[src/rtl/trace_pkg.sv]
package trace_pkg;
  localparam int ID_W    = 4;
  localparam int DW_W    = 11;
  localparam int LEN_W   = 9;
  localparam int CNT_W   = 8;
  localparam int BYTES_W = 16;
  localparam int TS_W    = 16;

  localparam logic [1:0] EV_BURST_DONE = 2'b01;

  typedef struct packed {
    logic [1:0]         evType;
    logic               isWrite;
    logic [ID_W-1:0]    masterId;
    logic [DW_W-1:0]    dataWidth;
    logic [LEN_W-1:0]   burstLen;
    logic               reqValid;
    logic [CNT_W-1:0]   burstsInReq;
    logic [BYTES_W-1:0] bytesInReq;
    logic [TS_W-1:0]    stamp;
  } trace_rec_t;

  localparam int REC_W = $bits(trace_rec_t);

  typedef struct packed {
    logic push;
    logic pop;
    logic clear;
  } trace_strobe_t;
endpackage

[src/rtl/trace_port_track.sv]
module trace_port_track
  import trace_pkg::*;
#(
  parameter bit IS_WRITE = 1'b0,
  parameter int DATA_W   = 64,
  parameter int MID      = 0
) (
  input  logic             clk,
  input  logic             rstN,
  input  logic             beatFire,
  input  logic             beatLast,
  input  logic             doneFire,
  input  logic             reqEnd,
  input  logic [TS_W-1:0]  ts,
  input  logic             grant,
  output logic             pendValid,
  output trace_rec_t       pendRec,
  output logic             drop
);
  localparam int BPB = DATA_W / 8;

  logic [LEN_W-1:0]   beatCnt, lenHold, curLen;
  logic [CNT_W-1:0]   burstCnt;
  logic [BYTES_W-1:0] byteAcc, newBytes;
  trace_rec_t         newRec;

  always_comb begin
    curLen   = IS_WRITE ? lenHold : beatCnt + 1'b1;
    newBytes = byteAcc + BYTES_W'(curLen) * BYTES_W'(BPB);
    newRec             = '0;
    newRec.evType      = EV_BURST_DONE;
    newRec.isWrite     = IS_WRITE;
    newRec.masterId    = ID_W'(MID);
    newRec.dataWidth   = DW_W'(DATA_W);
    newRec.burstLen    = curLen;
    newRec.stamp       = ts;
    if (reqEnd) begin
      newRec.reqValid    = 1'b1;
      newRec.burstsInReq = burstCnt + 1'b1;
      newRec.bytesInReq  = newBytes;
    end
  end

  assign drop = doneFire && pendValid && !grant;

  always_ff @(posedge clk) begin
    if (!rstN) begin
      beatCnt   <= '0;
      lenHold   <= '0;
      burstCnt  <= '0;
      byteAcc   <= '0;
      pendValid <= 1'b0;
      pendRec   <= '0;
    end else begin
      if (beatFire) begin
        if (beatLast) begin
          beatCnt <= '0;
          lenHold <= beatCnt + 1'b1;
        end else begin
          beatCnt <= beatCnt + 1'b1;
        end
      end
      if (doneFire) begin
        pendRec <= newRec;
        if (reqEnd) begin
          burstCnt <= '0;
          byteAcc  <= '0;
        end else begin
          burstCnt <= burstCnt + 1'b1;
          byteAcc  <= newBytes;
        end
      end
      pendValid <= doneFire || (pendValid && !grant);
    end
  end

  // every completion leaves a pending record behind
  a_r1_done_pending: assert property (@(posedge clk) disable iff (!rstN)
    doneFire |=> pendValid);
  // a non-final burst never carries request totals
  a_r4_flag_final_only: assert property (@(posedge clk) disable iff (!rstN)
    (doneFire && !reqEnd) |=> (!pendRec.reqValid && pendRec.bytesInReq == '0));
endmodule

[src/rtl/trace_ctrl.sv]
module trace_ctrl
  import trace_pkg::*;
(
  input  logic          clk,
  input  logic          rstN,
  input  logic          arm,
  input  logic          collect,
  input  logic          hostRd,
  input  logic          full,
  input  logic          empty,
  input  logic          anyPend,
  input  logic          evDone,
  input  logic          drop,
  output trace_strobe_t strb,
  output logic          recording,
  output logic          overflow
);
  typedef enum logic [1:0] {ST_IDLE, ST_ARMED, ST_HALTED, ST_FULL} cap_state_e;
  cap_state_e st;
  logic ovfSet;

  assign recording  = (st == ST_ARMED);
  assign strb.push  = recording && anyPend && !full;
  assign strb.pop   = hostRd && !empty;
  assign strb.clear = arm;

  assign ovfSet = (recording && full && anyPend) ||
                  (recording && drop) ||
                  (st == ST_FULL && evDone);

  always_ff @(posedge clk) begin
    if (!rstN) begin
      st       <= ST_IDLE;
      overflow <= 1'b0;
    end else begin
      if (arm) begin
        st <= ST_ARMED;
      end else if (st == ST_ARMED) begin
        if (collect)   st <= ST_HALTED;
        else if (full) st <= ST_FULL;
      end
      if (arm)         overflow <= 1'b0;
      else if (ovfSet) overflow <= 1'b1;
    end
  end

  // overflow stays set until the next arm
  a_r10_ovf_sticky: assert property (@(posedge clk) disable iff (!rstN)
    (overflow && !arm) |=> overflow);
  // a halted capture stays halted until re-armed
  a_r8_halt_holds: assert property (@(posedge clk) disable iff (!rstN)
    (st == ST_HALTED && !arm) |=> !recording);
  // arm always starts recording in the next cycle
  a_r7_arm_starts: assert property (@(posedge clk) disable iff (!rstN)
    arm |=> recording);
endmodule

[src/rtl/trace_datapath.sv]
module trace_datapath
  import trace_pkg::*;
#(
  parameter int NUM_MASTERS = 4,
  parameter int DATA_W      = 64,
  parameter int DEPTH       = 8
) (
  input  logic                   clk,
  input  logic                   rstN,
  input  trace_strobe_t          strb,
  input  logic [NUM_MASTERS-1:0] rValid,
  input  logic [NUM_MASTERS-1:0] rReady,
  input  logic [NUM_MASTERS-1:0] rLast,
  input  logic [NUM_MASTERS-1:0] rReqEnd,
  input  logic [NUM_MASTERS-1:0] wValid,
  input  logic [NUM_MASTERS-1:0] wReady,
  input  logic [NUM_MASTERS-1:0] wLast,
  input  logic [NUM_MASTERS-1:0] bValid,
  input  logic [NUM_MASTERS-1:0] bReady,
  input  logic [NUM_MASTERS-1:0] bReqEnd,
  output logic [REC_W-1:0]       rdRecord,
  output logic                   full,
  output logic                   empty,
  output logic                   anyPend,
  output logic                   evDone,
  output logic                   drop
);
  localparam int SRC = 2 * NUM_MASTERS;
  localparam int AW  = $clog2(DEPTH);

  logic [SRC-1:0]  pend, grant, doneVec, dropVec;
  trace_rec_t      recs [SRC];
  trace_rec_t      selRec;
  logic [TS_W-1:0] tsCnt;
  logic [AW:0]     wPtr, rPtr;
  trace_rec_t      mem [DEPTH];

  for (genvar i = 0; i < SRC; i++) begin : g_src
    localparam int M   = i % NUM_MASTERS;
    localparam bit ISW = (i >= NUM_MASTERS);
    logic bf, bl, df, re;
    if (ISW) begin : g_wr
      assign bf = wValid[M] & wReady[M];
      assign bl = wLast[M];
      assign df = bValid[M] & bReady[M];
      assign re = bReqEnd[M];
    end else begin : g_rd
      assign bf = rValid[M] & rReady[M];
      assign bl = rLast[M];
      assign df = bf & rLast[M];
      assign re = rReqEnd[M];
    end
    assign doneVec[i] = df;
    trace_port_track #(.IS_WRITE(ISW), .DATA_W(DATA_W), .MID(M)) u_trk (
      .clk(clk), .rstN(rstN), .beatFire(bf), .beatLast(bl), .doneFire(df),
      .reqEnd(re), .ts(tsCnt), .grant(grant[i]), .pendValid(pend[i]),
      .pendRec(recs[i]), .drop(dropVec[i]));
  end

  always_comb begin
    grant  = '0;
    selRec = '0;
    for (int i = SRC - 1; i >= 0; i--) begin
      if (pend[i]) grant = SRC'(1) << i;
    end
    for (int i = 0; i < SRC; i++) begin
      if (grant[i]) selRec = recs[i];
    end
  end

  assign anyPend  = |pend;
  assign evDone   = |doneVec;
  assign drop     = |dropVec;
  assign empty    = (wPtr == rPtr);
  assign full     = (wPtr[AW] != rPtr[AW]) && (wPtr[AW-1:0] == rPtr[AW-1:0]);
  assign rdRecord = mem[rPtr[AW-1:0]];

  always_ff @(posedge clk) begin
    if (!rstN) begin
      tsCnt <= '0;
      wPtr  <= '0;
      rPtr  <= '0;
    end else begin
      tsCnt <= tsCnt + 1'b1;
      if (strb.clear) begin
        wPtr <= '0;
        rPtr <= '0;
      end else begin
        if (strb.push) wPtr <= wPtr + 1'b1;
        if (strb.pop)  rPtr <= rPtr + 1'b1;
      end
    end
  end

  always_ff @(posedge clk) begin
    if (strb.push) mem[wPtr[AW-1:0]] <= selRec;
  end

  // control never pushes into a full FIFO
  a_r9_no_push_full: assert property (@(posedge clk) disable iff (!rstN)
    full |-> !strb.push);
  // control never pops an empty FIFO
  a_r11_pop_nonempty: assert property (@(posedge clk) disable iff (!rstN)
    strb.pop |-> !empty);
  // at most one source is served per cycle
  a_r12_grant_onehot: assert property (@(posedge clk) disable iff (!rstN)
    $onehot0(grant));
  // timestamp advances by exactly one each cycle
  a_r5_ts_step: assert property (@(posedge clk) disable iff (!rstN)
    1'b1 |=> tsCnt == TS_W'($past(tsCnt) + 1'b1));
endmodule

[src/rtl/burst_trace_rec.sv]
module burst_trace_rec
  import trace_pkg::*;
#(
  parameter int NUM_MASTERS = 4,
  parameter int DATA_W      = 64,
  parameter int DEPTH       = 8
) (
  input  logic                   clk,
  input  logic                   rstN,
  input  logic                   arm,
  input  logic                   collect,
  input  logic                   rdEn,
  input  logic [NUM_MASTERS-1:0] rValid,
  input  logic [NUM_MASTERS-1:0] rReady,
  input  logic [NUM_MASTERS-1:0] rLast,
  input  logic [NUM_MASTERS-1:0] rReqEnd,
  input  logic [NUM_MASTERS-1:0] wValid,
  input  logic [NUM_MASTERS-1:0] wReady,
  input  logic [NUM_MASTERS-1:0] wLast,
  input  logic [NUM_MASTERS-1:0] bValid,
  input  logic [NUM_MASTERS-1:0] bReady,
  input  logic [NUM_MASTERS-1:0] bReqEnd,
  output logic [REC_W-1:0]       rdRecord,
  output logic                   empty,
  output logic                   overflow,
  output logic                   recording
);
  trace_strobe_t strb;
  logic full, anyPend, evDone, drop;

  trace_ctrl u_ctrl (
    .clk(clk), .rstN(rstN), .arm(arm), .collect(collect), .hostRd(rdEn),
    .full(full), .empty(empty), .anyPend(anyPend), .evDone(evDone),
    .drop(drop), .strb(strb), .recording(recording), .overflow(overflow));

  trace_datapath #(.NUM_MASTERS(NUM_MASTERS), .DATA_W(DATA_W), .DEPTH(DEPTH)) u_dp (
    .clk(clk), .rstN(rstN), .strb(strb),
    .rValid(rValid), .rReady(rReady), .rLast(rLast), .rReqEnd(rReqEnd),
    .wValid(wValid), .wReady(wReady), .wLast(wLast),
    .bValid(bValid), .bReady(bReady), .bReqEnd(bReqEnd),
    .rdRecord(rdRecord), .full(full), .empty(empty),
    .anyPend(anyPend), .evDone(evDone), .drop(drop));
endmodule

[config.mk]
export PLATFORM = sky130hd
export DESIGN_NAME = burst_trace_rec
export DESIGN_NICKNAME = d
export VERILOG_FILES = /design/src/rtl/trace_pkg.sv /design/src/rtl/trace_port_track.sv /design/src/rtl/trace_ctrl.sv /design/src/rtl/trace_datapath.sv /design/src/rtl/burst_trace_rec.sv
export SDC_FILE = /design/constraint.sdc
export NUM_CORES = 2
export LEC_CHECK = 0
export ABC_CLOCK_PERIOD_IN_PS = 6400
export BUFFER_PORTS_ARGS = -buffer_cell sky130_fd_sc_hd__clkbuf_2
export CORE_AREA = 2 2 303 305
export DETAILED_ROUTE_END_ITERATION = 8
export DIE_AREA = 0 0 305 307
export GPL_ROUTABILITY_DRIVEN = 0
export PLACE_DENSITY_LB_ADDON = 0.2
export REMOVE_ABC_BUFFERS = 1
export SKIP_LAST_GASP = 1
export SLEW_MARGIN = 30
export SYNTH_ARGS = -nofsm -noshare
export SYNTH_HDL_FRONTEND = slang
export SYNTH_SLANG_ARGS = --single-unit
[constraint.sdc]
create_clock -name clk -period 6.4 [get_ports clk]
set_input_delay 1.28 -clock clk [delete_from_list [all_inputs] [get_ports clk]]
set_output_delay 1.28 -clock clk [all_outputs]
set_load 0.005 [all_outputs]
After elaboration in Yosys (flattened, before gate mapping)

Memories as Yosys holds them, arrays and structs flattened. A register that Yosys moved wholly into a read port is not among the register bits.
Cells that the tools add are included.

Flip-flop bits (word level): 745
Bits in writable memories: 536
Bits of input ports: 45
Logic and storage cells: 263
Memories kept: 1

Add/subtract/negate cells: 27
Equality and inequality tests: 5
Muxes and demuxes: 56
Bitwise logic cells: 17
Reduce and logical (&&, ||, !) cells: 65

Memories:

| name     | words | width | rd ports | clocked after Yosys merged registers in | write ports | line                 | text |
|---|---|---|---|---|---|---|---|
| u_dp.mem | 8     | 67    | 1        | 1                                       | 1           | trace_datapath.sv:36 | `trace_rec_t mem [DEPTH];` |

Operators with widths:

| operator                | number |
|---|---|
| $mux W67                | 8 |
| $mux W25                | 8 |
| $add A16 B12 Y16        | 8 |
| $mux W16                | 8 |
| $mux W8                 | 16 |
| $add A9 B1 Y9 const B   | 8 |
| $mux W9                 | 8 |
| $add A8 B1 Y8 const B   | 8 |
| $logic_and A1 B1 Y1     | 32 |
| $reduce_or A8 Y1        | 3 |
| $add A16 B1 Y16 const B | 1 |
| $and A1 B1 Y1           | 16 |
| $reduce_and A2 Y1       | 6 |
| $logic_not A1 Y1        | 10 |
| $logic_or A1 B1 Y1      | 10 |
| $add A4 B1 Y4 const B   | 2 |
| $mux W3                 | 2 |
| $eq A4 B4 Y1            | 1 |
| $mux W1                 | 4 |
| $mux W2                 | 2 |
| $reduce_bool A2 Y1      | 2 |
| $eq A3 B3 Y1            | 1 |
| $reduce_bool A3 Y1      | 1 |
| $eq A2 B1 Y1 const B    | 1 |
| other kinds (4)         | 4 |

Depth between registers and ports, before layout

Depth after elaboration: 16
Mapped depth: 12
Depth with buffers taken out: 12

Modules after synthesis

From an unflattened synthesis, not the netlist that was laid out.

Cells, all modules: 5626
Area, all modules: 60224.0 um^2

Modules (own cells, without submodules):

| module                                      | instances | cells each | area an instance (um^2) |
|---|---|---|---|
| trace_datapath                              | 1         | 1901       | 27314.9 |
| trace_port_track at u_dp.g_src[4].u_trk ... | 4         | 485        | 4225.3 |
| trace_port_track at u_dp.g_src[0].u_trk ... | 3         | 442        | 3972.6 |
| trace_port_track at u_dp.g_src[3].u_trk     | 1         | 441        | 3938.8 |
| trace_ctrl                                  | 1         | 18         | 151.4 |

Worst setup path before layout

OpenSTA, ideal clock, no wires.

Path kind: register to register
From: register u_dp.wPtr[2]
To: memory u_dp.mem[0][0] (netlist bit), enable pin
Arrival time: 4.836 ns
Data required time: 5.877 ns
Path slack: 1.041 ns
Cell stages (with the launch flop): 7
Path buffers: 1
Period minus slack after synthesis: 5.359 ns
Path through: dfxtp_1 clkbuf_1 xnor2_1 nand4b_1 o211ai_2 or2_2 nor3_1

Cells in the longest elaborated chain, start to end: 6

Ends and longest elaborated chain:

| item                          | line                 | text |
|---|---|---|
| start, declared               | trace_datapath.sv:35 | `logic [AW:0] wPtr, rPtr;` |
| start signal, assigned        | trace_datapath.sv:89 | `if (strb.push) wPtr <= wPtr + 1'b1;` |
| $eq A3 B3 Y1                  | trace_datapath.sv:75 | `assign full = (wPtr[AW] != rPtr[AW]) && (wPtr[AW-1:0] == rPtr[AW-1:0]);` |
| $logic_and A1 B1 Y1           | trace_datapath.sv:75 |  |
| $logic_not A1 Y1              | trace_ctrl.sv:23     | `assign strb.push = recording && anyPend && !full;` |
| $logic_and A1 B1 Y1           | trace_ctrl.sv:23     |  |
| $mux W1                       | trace_datapath.sv:96 | `if (strb.push) mem[wPtr[AW-1:0]] <= selRec;` |
| $mux W1 (implied by the code) | trace_datapath.sv:96 |  |
| end, declared                 | trace_datapath.sv:36 |  |

Several ways; a longest one is shown, not always the timed one.

==> load_flow_metrics.sql <==
INSERT INTO impl_metrics (metric_group, metric, value, unit) VALUES
('critical_path', 'worst_ep_required_time', '5.12', 'ns'),
('clock_network', 'tritoncts', 'built', ''),
('floorplan', 'die_h', '307', 'microns'),
('final_layout', 'drive_above_1_share', '0.111', ''),
('critical_path', 'critical_path_class', 'flip-flop to output pin', ''),
('sta', 'fin_crit', '4.27', 'ns'),
('sta', 'timing.clock.skew', '0.0212', 'ns'),
('logic_synthesis', 'postSynthAreaPerCell', '10.1', 'sq um'),
('clock_network', 'clk_slew_on_worst_s_h_paths', '0.06', 'ns'),
('power', 'ir_drop', '0.233', 'mV'),
('placed_design', 'detailedPlacementHpwl', '80.0', 'mm'),
('min_path', 'hold_path_class', 'flip-flop to flip-flop', ''),
('final_layout', 'final_core_util', '0.592', ''),
('detailed_routing', 'wl_per_cell', '20.7', 'microns'),
('floorplan', 'die_extent_in_x', '305', 'microns'),
('critical_path', 'cp-start-kind', 'flip-flop', ''),
('logic_synthesis', 'syn_area', '48600', 'sq um'),
('power', 'power_per_cell_area', '279', 'nW/um^2'),
('final_layout', 'n_antenna_cell', '0', ''),
('grt', 'maximum_number_of_pins_on_one_net_before_global_route_repair', '201', ''),
('logic_synthesis', 'main_flop_type_after_synthesis', 'dfxtp_1', ''),
('clock_network', 'clock_path_buffers', '3', ''),
('critical_path', 'register_to_register_setup_slack', '2.88', 'ns'),
('sta', 'fmax', '234', 'MHz'),
('logic_synthesis', 'synth.ff_latch_count', '1106', ''),
('final_layout', 'areaGrowthSynthToFinish', '10.6', '%'),
('grt', 'overflow', '0', ''),
('run', 'drv.max_cap_violation_count', '0', ''),
('clock_network', 'cts_post_setup_buffers_inserted', '0', ''),
('sta', 'finalSetupViolations', '0', ''),
('detailed_routing', 'drt_iter0_drc', '3091', ''),
('clock_network', 'htree_num_levels', '3', ''),
('critical_path', 'cp_data_arrival_time', '2.99', 'ns'),
('grt', 'first_global_vias', '33600', ''),
('sta', 'grt_setup_unrepaired', 'false', ''),
('clock_network', 'cts-buffers-inserted', '113', ''),
('clock_network', 'post_cts_resize_count', '0', ''),
('sta', 'tightestPinTransition', '1.13', 'ns'),
('floorplan', 'fp.dieArea', '93600', 'sq um'),
('floorplan', 'rows', '111', ''),
('logic_synthesis', 'ys_warn_count', '0', ''),
('logic_synthesis', 'ys_types', '78', ''),
('detailed_routing', 'drt_first_pass_iters', '7', ''),
('final_layout', 'nets', '4873', ''),
('placed_design', 'port-buffer-count', '99', ''),
('power', 'finalPower', '0.0150', 'W'),
('grt', 'grt_first_pass_wirelength', '193', 'mm'),
('placed_design', 'number_of_placed_cells_counting_well_taps', '5797', ''),
('final_layout', 'most-common-layout-cells', 'nand2_1 (692), dfxtp_1 (692), nor2_1 (545)', ''),
('final_layout', 'final-instance-count-excl-fill', '6013', ''),
('sta', 'finalHoldViolations', '0', ''),
('logic_synthesis', 'synth.yosys.seq_area_share', '0.540', ''),
('critical_path', 'setup.worst_path.end_class', 'output pin', ''),
('sta', 'slew_headroom', '0.247', ''),
('detailed_routing', 'detailroute.via_count', '35900', ''),
('floorplan', 'pin_count', '116', ''),
('power', 'leakagePower', '18.5', 'nW'),
('sta', 'timing_max_transition_violations_final', '0', ''),
('floorplan', 'initial_core_util', '0.536', ''),
('clock_network', 'clock_sink_count', '1106', ''),
('detailed_routing', 'remaining_drc_errors', '0', ''),
('clock_network', 'cts_hold_buffers', '0', ''),
('detailed_routing', 'wirelength', '124', 'mm'),
('critical_path', 'crit_path_max_fanout', '84', ''),
('sta', 'totalNegativeSetupSlack', '0', 'ns'),
('floorplan', 'placeableCoreArea', '90700', 'sq um'),
('logic_synthesis', 'synthArstFlopShare', '0', ''),
('detailed_routing', 'route.detailed.vias_per_inst', '5.97', ''),
('logic_synthesis', 'synthesis.instances', '4807', ''),
('grt', 'grt_antenna_before_repair', '3', ''),
('clock_network', 'cts.root.buffer_cell', 'clkbuf_16', ''),
('clock_network', 'worst_skew_pair.late_latency', '0.70', 'ns'),
('grt', 'grt_use_total', '0.260', ''),
('sta', 'finalCritPeriodShare', '0.667', ''),
('logic_synthesis', 'synth-edff-count', '408', ''),
('detailed_routing', 'antenna_violating_nets_post_route', '0', ''),
('outcome', 'run_status', 'complete, no violations', '');
-- layer usage --
metal | wire [microns] | up-vias | part of all wire | track usage
li1 | - | 17200 | - | -
met1 | 54100 | 17600 | 0.44 | 0.354
met2 | 59100 | 993 | 0.48 | 0.429
met3 | 7630 | 165 | 0.061 | 0.0381
met4 | 3470 | 4 | 0.028 | 0.0865
met5 | 23 | - | 0.00019 | 0
-- worst max-delay path, cell delays in order, from the launching register on --
cell and delay, ns:
dfxtp_4 0.61, buf_12 0.55, mux4_2 0.60, mux2_2 0.30, clkbuf_2 0.12
-- report_power, final --
part           switching [W]  internal, W
Clock                0.00279      0.00424
Combinational       0.000435     0.000165
Sequential         0.0000607      0.00733
-- sequential cells by signal (all words and copies together), names as in the netlist, named ones only --
signal	cells
u_dp.g_src.u_trk.byteAcc	104
u_dp.g_src.u_trk.burstCnt	64
u_dp.g_src.u_trk.pendRec	384
u_dp.tsCnt	16
u_ctrl.overflow	1
u_dp.wPtr	4
u_ctrl.st	2
u_dp.g_src.u_trk.pendValid	8
u_dp.g_src.u_trk.beatCnt	72
u_dp.g_src.u_trk.curLen	36
u_dp.mem	408
u_dp.rPtr	4
-- kinds of logic after synthesis --
family,count (synthesis),synth area share
AO/OA/AOI/OAI,1054,0.139
XOR/XNOR,196,0.0353
adder cells (fa/ha/maj),99,0.0267
buffers and inverters,393,0.0339
flip-flops,1106,0.540
multiplexers,181,0.0649
other,1,0.0000772
AND/OR/NAND/NOR,1777,0.160
-- path summary, 6_finish.rpt --
check                                                startpoint                               to  depth (start not counted)
worst max-delay path                                  flip-flop                     rdRecord[43]                          4
worst min-delay path            u_dp.g_src[6].u_trk.pendRec[36]  u_dp.g_src[6].u_trk.pendRec[36]                          2
worst max register to register    u_dp.g_src[1].u_trk.pendValid                  u_dp.mem[3][21]                          6
worst min register to register  u_dp.g_src[6].u_trk.pendRec[36]  u_dp.g_src[6].u_trk.pendRec[36]                          2
-- cell usage after synthesis (all sizes together) (10+ instances only) --
master,number,share of area
o21ai,122,0.013
nand2b,21,0.0027
nand2,696,0.054
mux2i,27,0.0056
a22o,15,0.0027
a221o,49,0.010
a211oi,33,0.0051
clkbuf,282,0.022
a22oi,153,0.024
dfxtp,698,0.29
a21oi,480,0.049
nor3,103,0.011
mux2,52,0.012
a21o,10,0.0015
o21a,14,0.0022
o2111ai,50,0.0091
mux4,102,0.047
or2,11,0.0014
ha,91,0.023
nand3,161,0.017
or3,17,0.0023
buf,69,0.0089
xor2,66,0.012
and2,16,0.0021
nor2,554,0.043
xnor2,130,0.023
or4,16,0.0026
edfxtp,408,0.25
and3,64,0.0082
inv,42,0.0032
nand4,28,0.0036
a32o,27,0.0056
nand3b,54,0.0083
o211ai,14,0.0023
nor2b,13,0.0017
a31oi,10,0.0013
o311ai,13,0.0023
-- area by class of cell --
cell class,instances,area [sq um]
clock buffers,154,3200
repair buffers,143,911
clock inverters,59,813
multi-input cells,3323,20900
inverters,42,165
flip-flops and latches,1106,26200
fillers,7597,37000
well taps,1186,1480
-- metrics by stage --
step / area [sq um] / hold slack, ns / setup slack, ns
finish: 53700 / 0.450 / 2.13
detailed placement: 49600 / 0.444 / 2.67
floorplan: 47200 / 0.425 / -5.82
global route: 53700 / 0.468 / 1.94
global placement: 49600 / 0.437 / 2.71
CTS: 53700 / 0.451 / 1.92
Power figures use the tool's default switching activity.
